--- config.mk ---
export PLATFORM = sky130hd
export DESIGN_NAME = wr_turnaround_guard
export DESIGN_NICKNAME = d
export VERILOG_FILES = /design/src/rtl/wrg_pkg.sv /design/src/rtl/wrg_timer.sv /design/src/rtl/wrg_burst_len.sv /design/src/rtl/wrg_bank_track.sv /design/src/rtl/wr_turnaround_guard.sv
export SDC_FILE = /design/constraint.sdc
export NUM_CORES = 1
export LEC_CHECK = 0
export BUFFER_PORTS_ARGS = -buffer_cell sky130_fd_sc_hd__buf_2
export CORE_ASPECT_RATIO = 1.1
export CORE_UTILIZATION = 55
export DETAILED_ROUTE_END_ITERATION = 6
export GPL_TIMING_DRIVEN = 0
export PLACE_DENSITY = 0.77
export SYNTH_ARGS = -nofsm -noshare
export SYNTH_HDL_FRONTEND = slang
export SYNTH_SLANG_ARGS = --single-unit
--- constraint.sdc ---
create_clock -name clk -period 2.7 [get_ports clk]
set_input_delay 0 -clock clk [delete_from_list [all_inputs] [get_ports clk]]
set_output_delay 0 -clock clk [all_outputs]
set_load 0.02 [all_outputs]
--- src/rtl/wrg_pkg.sv ---
package wrg_pkg;
   typedef enum logic [1:0] {
      OP_NOP = 2'd0,
      OP_RD  = 2'd1,
      OP_WR  = 2'd2,
      OP_PRE = 2'd3
   } wrg_op_e;
endpackage

--- src/rtl/wrg_timer.sv ---
// Down counter: a load keeps the larger of the new value and the running one.
module wrg_timer #(
   parameter int W = 5
) (
   input  logic         clk,
   input  logic         rst_n,
   input  logic         load,
   input  logic [W-1:0] val,
   output logic         expired
);
   logic [W-1:0] cnt, nxt;

   always_comb nxt = (cnt == '0) ? '0 : cnt - 1'b1;

   always_ff @(posedge clk) begin
      if (!rst_n)                 cnt <= '0;
      else if (load && val > nxt) cnt <= val;
      else                        cnt <= nxt;
   end

   assign expired = (cnt == '0);

   a_r9_load_blocks: assert property (@(posedge clk) disable iff (!rst_n)
      (load && val != '0) |=> !expired);
endmodule

--- src/rtl/wrg_burst_len.sv ---
// Burst duration in clocks, selected per parameter variant.
module wrg_burst_len #(
   parameter int BL_MODE = 2,
   parameter int W       = 5
) (
   input  logic         chop,
   output logic [W-1:0] span
);
   localparam logic [W-1:0] FULL = W'(4);
   localparam logic [W-1:0] HALF = W'(2);

   generate
      if (BL_MODE == 0) begin : g_fixed_full
         assign span = FULL;
      end else if (BL_MODE == 1) begin : g_fixed_chop
         assign span = HALF;
      end else begin : g_on_the_fly
         assign span = chop ? HALF : FULL;
      end
   endgenerate
endmodule

--- src/rtl/wrg_bank_track.sv ---
// Per-bank write recovery and auto-precharge tracking.
module wrg_bank_track #(
   parameter int W = 5
) (
   input  logic         clk,
   input  logic         rst_n,
   input  logic         wr_hit,
   input  logic         ap,
   input  logic [W-1:0] rec_val,
   input  logic [W-1:0] busy_val,
   output logic         pre_ok,
   output logic         busy
);
   logic rec_done, busy_done;

   wrg_timer #(.W(W)) u_rec (
      .clk(clk), .rst_n(rst_n), .load(wr_hit),
      .val(rec_val), .expired(rec_done)
   );

   wrg_timer #(.W(W)) u_busy (
      .clk(clk), .rst_n(rst_n), .load(wr_hit && ap),
      .val(busy_val), .expired(busy_done)
   );

   assign busy   = !busy_done;
   assign pre_ok = rec_done && busy_done;

   a_r6_ap_sets_busy: assert property (@(posedge clk) disable iff (!rst_n)
      (wr_hit && ap) |=> busy);
   a_r5_wr_blocks_pre: assert property (@(posedge clk) disable iff (!rst_n)
      wr_hit |=> !pre_ok);
endmodule

--- src/rtl/wr_turnaround_guard.sv ---
module wr_turnaround_guard #(
   parameter int NUM_BANKS = 8,
   parameter int WL        = 5,
   parameter int T_CCD     = 4,
   parameter int T_WTR     = 4,
   parameter int T_WR      = 8,
   parameter int T_RP      = 5,
   parameter int BL_MODE   = 2,
   localparam int BANK_W   = (NUM_BANKS > 1) ? $clog2(NUM_BANKS) : 1
) (
   input  logic                 clk,
   input  logic                 rst_n,
   input  logic                 cmd_vld,
   input  logic [1:0]           cmd_op,
   input  logic [BANK_W-1:0]    cmd_bank,
   input  logic                 cmd_ap,
   input  logic                 cmd_bc,
   output logic                 wr_ok,
   output logic                 rd_ok,
   output logic [NUM_BANKS-1:0] pre_ok,
   output logic [NUM_BANKS-1:0] bank_busy,
   output logic                 viol,
   output logic [1:0]           viol_op
);
   import wrg_pkg::*;

   localparam int MAX_D = WL + 4 + T_WR + T_RP + T_CCD + T_WTR;
   localparam int CNT_W = $clog2(MAX_D + 1);

   generate
      if (NUM_BANKS < 1)             begin : g_chk_banks $error("NUM_BANKS must be at least 1"); end
      if (T_CCD < 1 || T_WTR < 1)    begin : g_chk_t1    $error("T_CCD and T_WTR must be at least 1"); end
      if (T_WR < 1 || T_RP < 0)      begin : g_chk_t2    $error("T_WR must be at least 1"); end
      if (WL < 1)                    begin : g_chk_wl    $error("WL must be at least 1"); end
      if (BL_MODE < 0 || BL_MODE > 2) begin : g_chk_bl   $error("BL_MODE must be 0, 1 or 2"); end
   endgenerate

   logic             is_wr, is_rd, is_pre;
   logic [CNT_W-1:0] span, end_off;
   logic [CNT_W-1:0] ccd_val, wtr_val, rec_val, busy_val;
   logic             deny;

   assign is_wr  = cmd_vld && (cmd_op == OP_WR);
   assign is_rd  = cmd_vld && (cmd_op == OP_RD);
   assign is_pre = cmd_vld && (cmd_op == OP_PRE);

   wrg_burst_len #(.BL_MODE(BL_MODE), .W(CNT_W)) u_blen (
      .chop(cmd_bc), .span(span)
   );

   // Counters hold D-1 after the command edge, so a delay of D clocks ends in cycle t+D.
   assign end_off  = CNT_W'(WL) + span;
   assign ccd_val  = CNT_W'(T_CCD - 1);
   assign wtr_val  = end_off + CNT_W'(T_WTR - 1);
   assign rec_val  = end_off + CNT_W'(T_WR - 1);
   assign busy_val = end_off + CNT_W'(T_WR + T_RP - 1);

   wrg_timer #(.W(CNT_W)) u_ccd (
      .clk(clk), .rst_n(rst_n), .load(is_wr), .val(ccd_val), .expired(wr_ok)
   );

   wrg_timer #(.W(CNT_W)) u_wtr (
      .clk(clk), .rst_n(rst_n), .load(is_wr), .val(wtr_val), .expired(rd_ok)
   );

   generate
      for (genvar b = 0; b < NUM_BANKS; b++) begin : g_bank
         wrg_bank_track #(.W(CNT_W)) u_trk (
            .clk(clk), .rst_n(rst_n),
            .wr_hit(is_wr && (cmd_bank == BANK_W'(b))),
            .ap(cmd_ap),
            .rec_val(rec_val), .busy_val(busy_val),
            .pre_ok(pre_ok[b]), .busy(bank_busy[b])
         );
      end
   endgenerate

   always_comb begin
      deny = 1'b0;
      if (is_rd)  deny = !rd_ok || bank_busy[cmd_bank];
      if (is_wr)  deny = !wr_ok || bank_busy[cmd_bank];
      if (is_pre) deny = !pre_ok[cmd_bank];
   end

   always_ff @(posedge clk) begin
      if (!rst_n) begin
         viol    <= 1'b0;
         viol_op <= OP_NOP;
      end else begin
         viol <= deny;
         if (deny) viol_op <= cmd_op;
      end
   end

   a_r7_op_matches: assert property (@(posedge clk) disable iff (!rst_n)
      viol |-> (viol_op == $past(cmd_op)));
   a_r8_op_holds: assert property (@(posedge clk) disable iff (!rst_n)
      !viol |-> $stable(viol_op));
   a_r7_needs_cmd: assert property (@(posedge clk) disable iff (!rst_n)
      !cmd_vld |=> !viol);
   a_r4_wr_blocks_rd: assert property (@(posedge clk) disable iff (!rst_n)
      is_wr |=> !rd_ok);
   a_r2_wr_blocks_wr: assert property (@(posedge clk) disable iff (!rst_n)
      (is_wr && T_CCD > 1) |=> !wr_ok);
endmodule

==> impl_metrics.yaml <==
routing:
  drc: 0
  vias_per_cell: 5.84
  drt-pass1-iter-count: 6
  ant_nets: 0
  vias: 5611
  first_iter_violations: 277
  wl_per_cell_um: 16.7
  wl_mm: 16.1
die:
  floorplan.initialDensity: 0.562
  coreArea_um2: 11400
  num_rows: 41
  die_h_um: 115
  die_w_um: 105
  die_area_um2: 12100
  num_io_pins: 31
sta:
  setup_ws_ns: 0.0553
  drv_slew: 0
  rsz0062_at_grt: "yes"
  fmax_mhz: 378
  finalSetupViolations: 0
  timing.setup.tns_ns: 0
  final-hold-violation-count: 0
  period_share: 0.980
  slew_headroom: 0.514
  skew_ns: 0.00921
  worst_slew_pin_slew_ns: 0.729
  fin_crit_ns: 2.64
grt:
  grt_pass1_wl_mm: 25.6
  grt_pass1_vias: 5481
  grt_max_degree: 35
  grt_antenna_before_repair: 0
  grt-ovfl-total: 0
  grt_usage: 0.267
yosys:
  synth_mux_area_frac: 0.0644
  synth-seq-cells: 93
  synth-edff-count: 0
  synth-xor-area-share: 0.0368
  yosys.cell_types.count: 68
  synth-main-ff-cell: "dfxtp_1"
  syn_inst: 747
  syn-num-nets: 830
  async_flop_share: 0
  syn-cell-area_um2: 6430
  synthAdderAreaFrac: 0.142
  synth_top_family_by_area: "simple AND/OR/NAND/NOR gates"
  avgSynthCellArea_um2: 8.61
  synth-simple-area-share: 0.263
  synth_seq_area_share: 0.290
  synth_compound_area_frac: 0.140
  yosys_warnings: 0
setup_path:
  crit_chain: "inv_1 > ha_2 > or3b_4 > nor2_4 > or2_4 > ha_1 > and4_1 > o21ai_1 > nor4b_4 > buf_6 > mux2_4 > nor2_1"
  startpoint_type: "flop"
  cpPeakStageDelay_ns: 0.42
  path_delay_family: "simple AND/OR/NAND/NOR gates"
  endpoint_kind: "flop"
  critical_path_class: "flop to flop"
  critPathSlowestCell: "or3b_4"
  worstPathArrival_ns: 2.93
  required_ns: 2.99
  path_buf_inv: 2
  crit_fanout: 5
place:
  dp_cells: 925
  pre_cts_ws_ns: -0.650
  portBuffers: 28
  globalplace.congestion: 0.882
  hpwlAfterDp_mm: 11.3
cts:
  cts_buffers: 9
  cts_tree: "built"
  clk_latency_ns: 0.35
  clk_pin_slew_ns: 0.07
  clk_path_buf_depth: 2
  cts-root-buf: "clkbuf_16"
  htreeDepth: 3
  cts.sinks: 93
finish:
  seq_area_um2: 1870
  final_nets: 888
  layout_commonest_cell: "dfxtp_1"
  area_growth_syn_to_layout_pct: 15.3
  final_layout_size_suffix_gt1_frac: 0.215
  n_antenna_cell: 0
  fill_cells: 933
  finalNonFillerCells: 960
  multi_input_area_um2: 4380
  final_cell_mix: "dfxtp_1 (87), nor2_1 (69), ha_1 (68)"
run:
  drv_cap: 0
outcome:
  status: "complete, no violations"
hold_path:
  hold_path.class: "primary input to flop"
-- through the flow --
stage                     hold WS (ns)  utilization  instance area [µm²]
final                           0.0570        0.648                 7410
after global routing            0.0673        0.648                 7410
after CTS                       0.0474        0.627                 7170
after detailed placement         0.358        0.591                 6760
after global placement           0.359        0.591                 6760
after floorplan                  0.165            -                 6430
-- final timing paths --
check / startpoint / end / slack, ns / cells after the start
setup reg to reg: g_bank[7].u_trk.u_rec.cnt[0] / g_bank[7].u_trk.u_rec.cnt[3] / 0.06 / 12
hold / removal: cmd_bank[0] / g_bank[7].u_trk.u_busy.cnt[4] / 0.06 / 3
hold reg to reg: g_bank[1].u_trk.u_rec.cnt[0] / g_bank[1].u_trk.u_rec.cnt[0] / 0.47 / 1
setup / recovery: g_bank[7].u_trk.u_rec.cnt[0] / g_bank[7].u_trk.u_rec.cnt[3] / 0.06 / 12
-- tightest hold or removal path, cell delays in order --
cell and delay [ns]:
buf_2 0.16, nand3_1 0.11, a21oi_1 0.08
-- per-layer routing --
metal	part of all wire	routed length, µm	vias up	global-route usage
met5	0	0	-	0
met1	0.42	6770	2688	0.304
met3	0.041	652	46	0.0368
li1	-	-	2736	-
met4	0.040	642	0	0.158
met2	0.50	7980	141	0.482
-- Yosys cell counts (all sizes together) (6+ instances only) --
master  instances  area share
nor4b          13       0.035
or2            15       0.015
dfxtp          93        0.29
xor2           20       0.027
and3           17       0.017
o21ai          14       0.011
nand3           6      0.0047
nor2b          10      0.0097
ha             73        0.14
nor2           73       0.044
nor3           29       0.023
a21o           14       0.016
buf            18       0.020
inv            59       0.034
o31ai           8       0.011
nand4           7      0.0068
o221ai          6       0.014
or4             8      0.0099
a21oi          60       0.047
and2           21       0.020
mux2           16       0.029
xnor2           7      0.0095
clkbuf         14      0.0088
nand2b         17       0.017
mux2i          23       0.036
nand2          56       0.034
-- final cells by class --
cell class,count,share of cell area
inverters,59,0.0299
repair buffers,47,0.0393
well taps,150,0.0253
plain buffers,32,0.0257
clock inverters,4,0.00321
clock buffers,12,0.0333
multi-input cells,563,0.591
flip-flops and latches,93,0.252
-- registers in the layout, indices dropped and copies added, names as in the netlist --
register and cells:
g_bank.u_trk.u_busy.cnt 40, u_wtr.cnt 5, u_ccd.cnt 5, viol 1
viol_op 2, g_bank.u_trk.u_rec.cnt 40
-- what timing repair did --
action	in CTS	in global routing
buffers inserted	5	13
pin swaps	1	15
resized for setup	22	39
hold buffers	1	0
endpoints found under the setup margin	34	39
endpoints found under the hold margin	1	0
-- kinds of logic (layout without fill, tap and decap cells) --
group | after synthesis | after routing
buffers and inverters | 91 | 154
DFF | 93 | 93
xor gates and xnor gates | 27 | 27
AOI/OAI and AO/OA | 130 | 130
and+or+nand+nor | 294 | 294
muxes | 39 | 39
adders and majority gates | 73 | 73
Power is left out: the tool's default activity adds up to more than one toggle a clock period on the data nets, which glitch-free logic cannot reach.
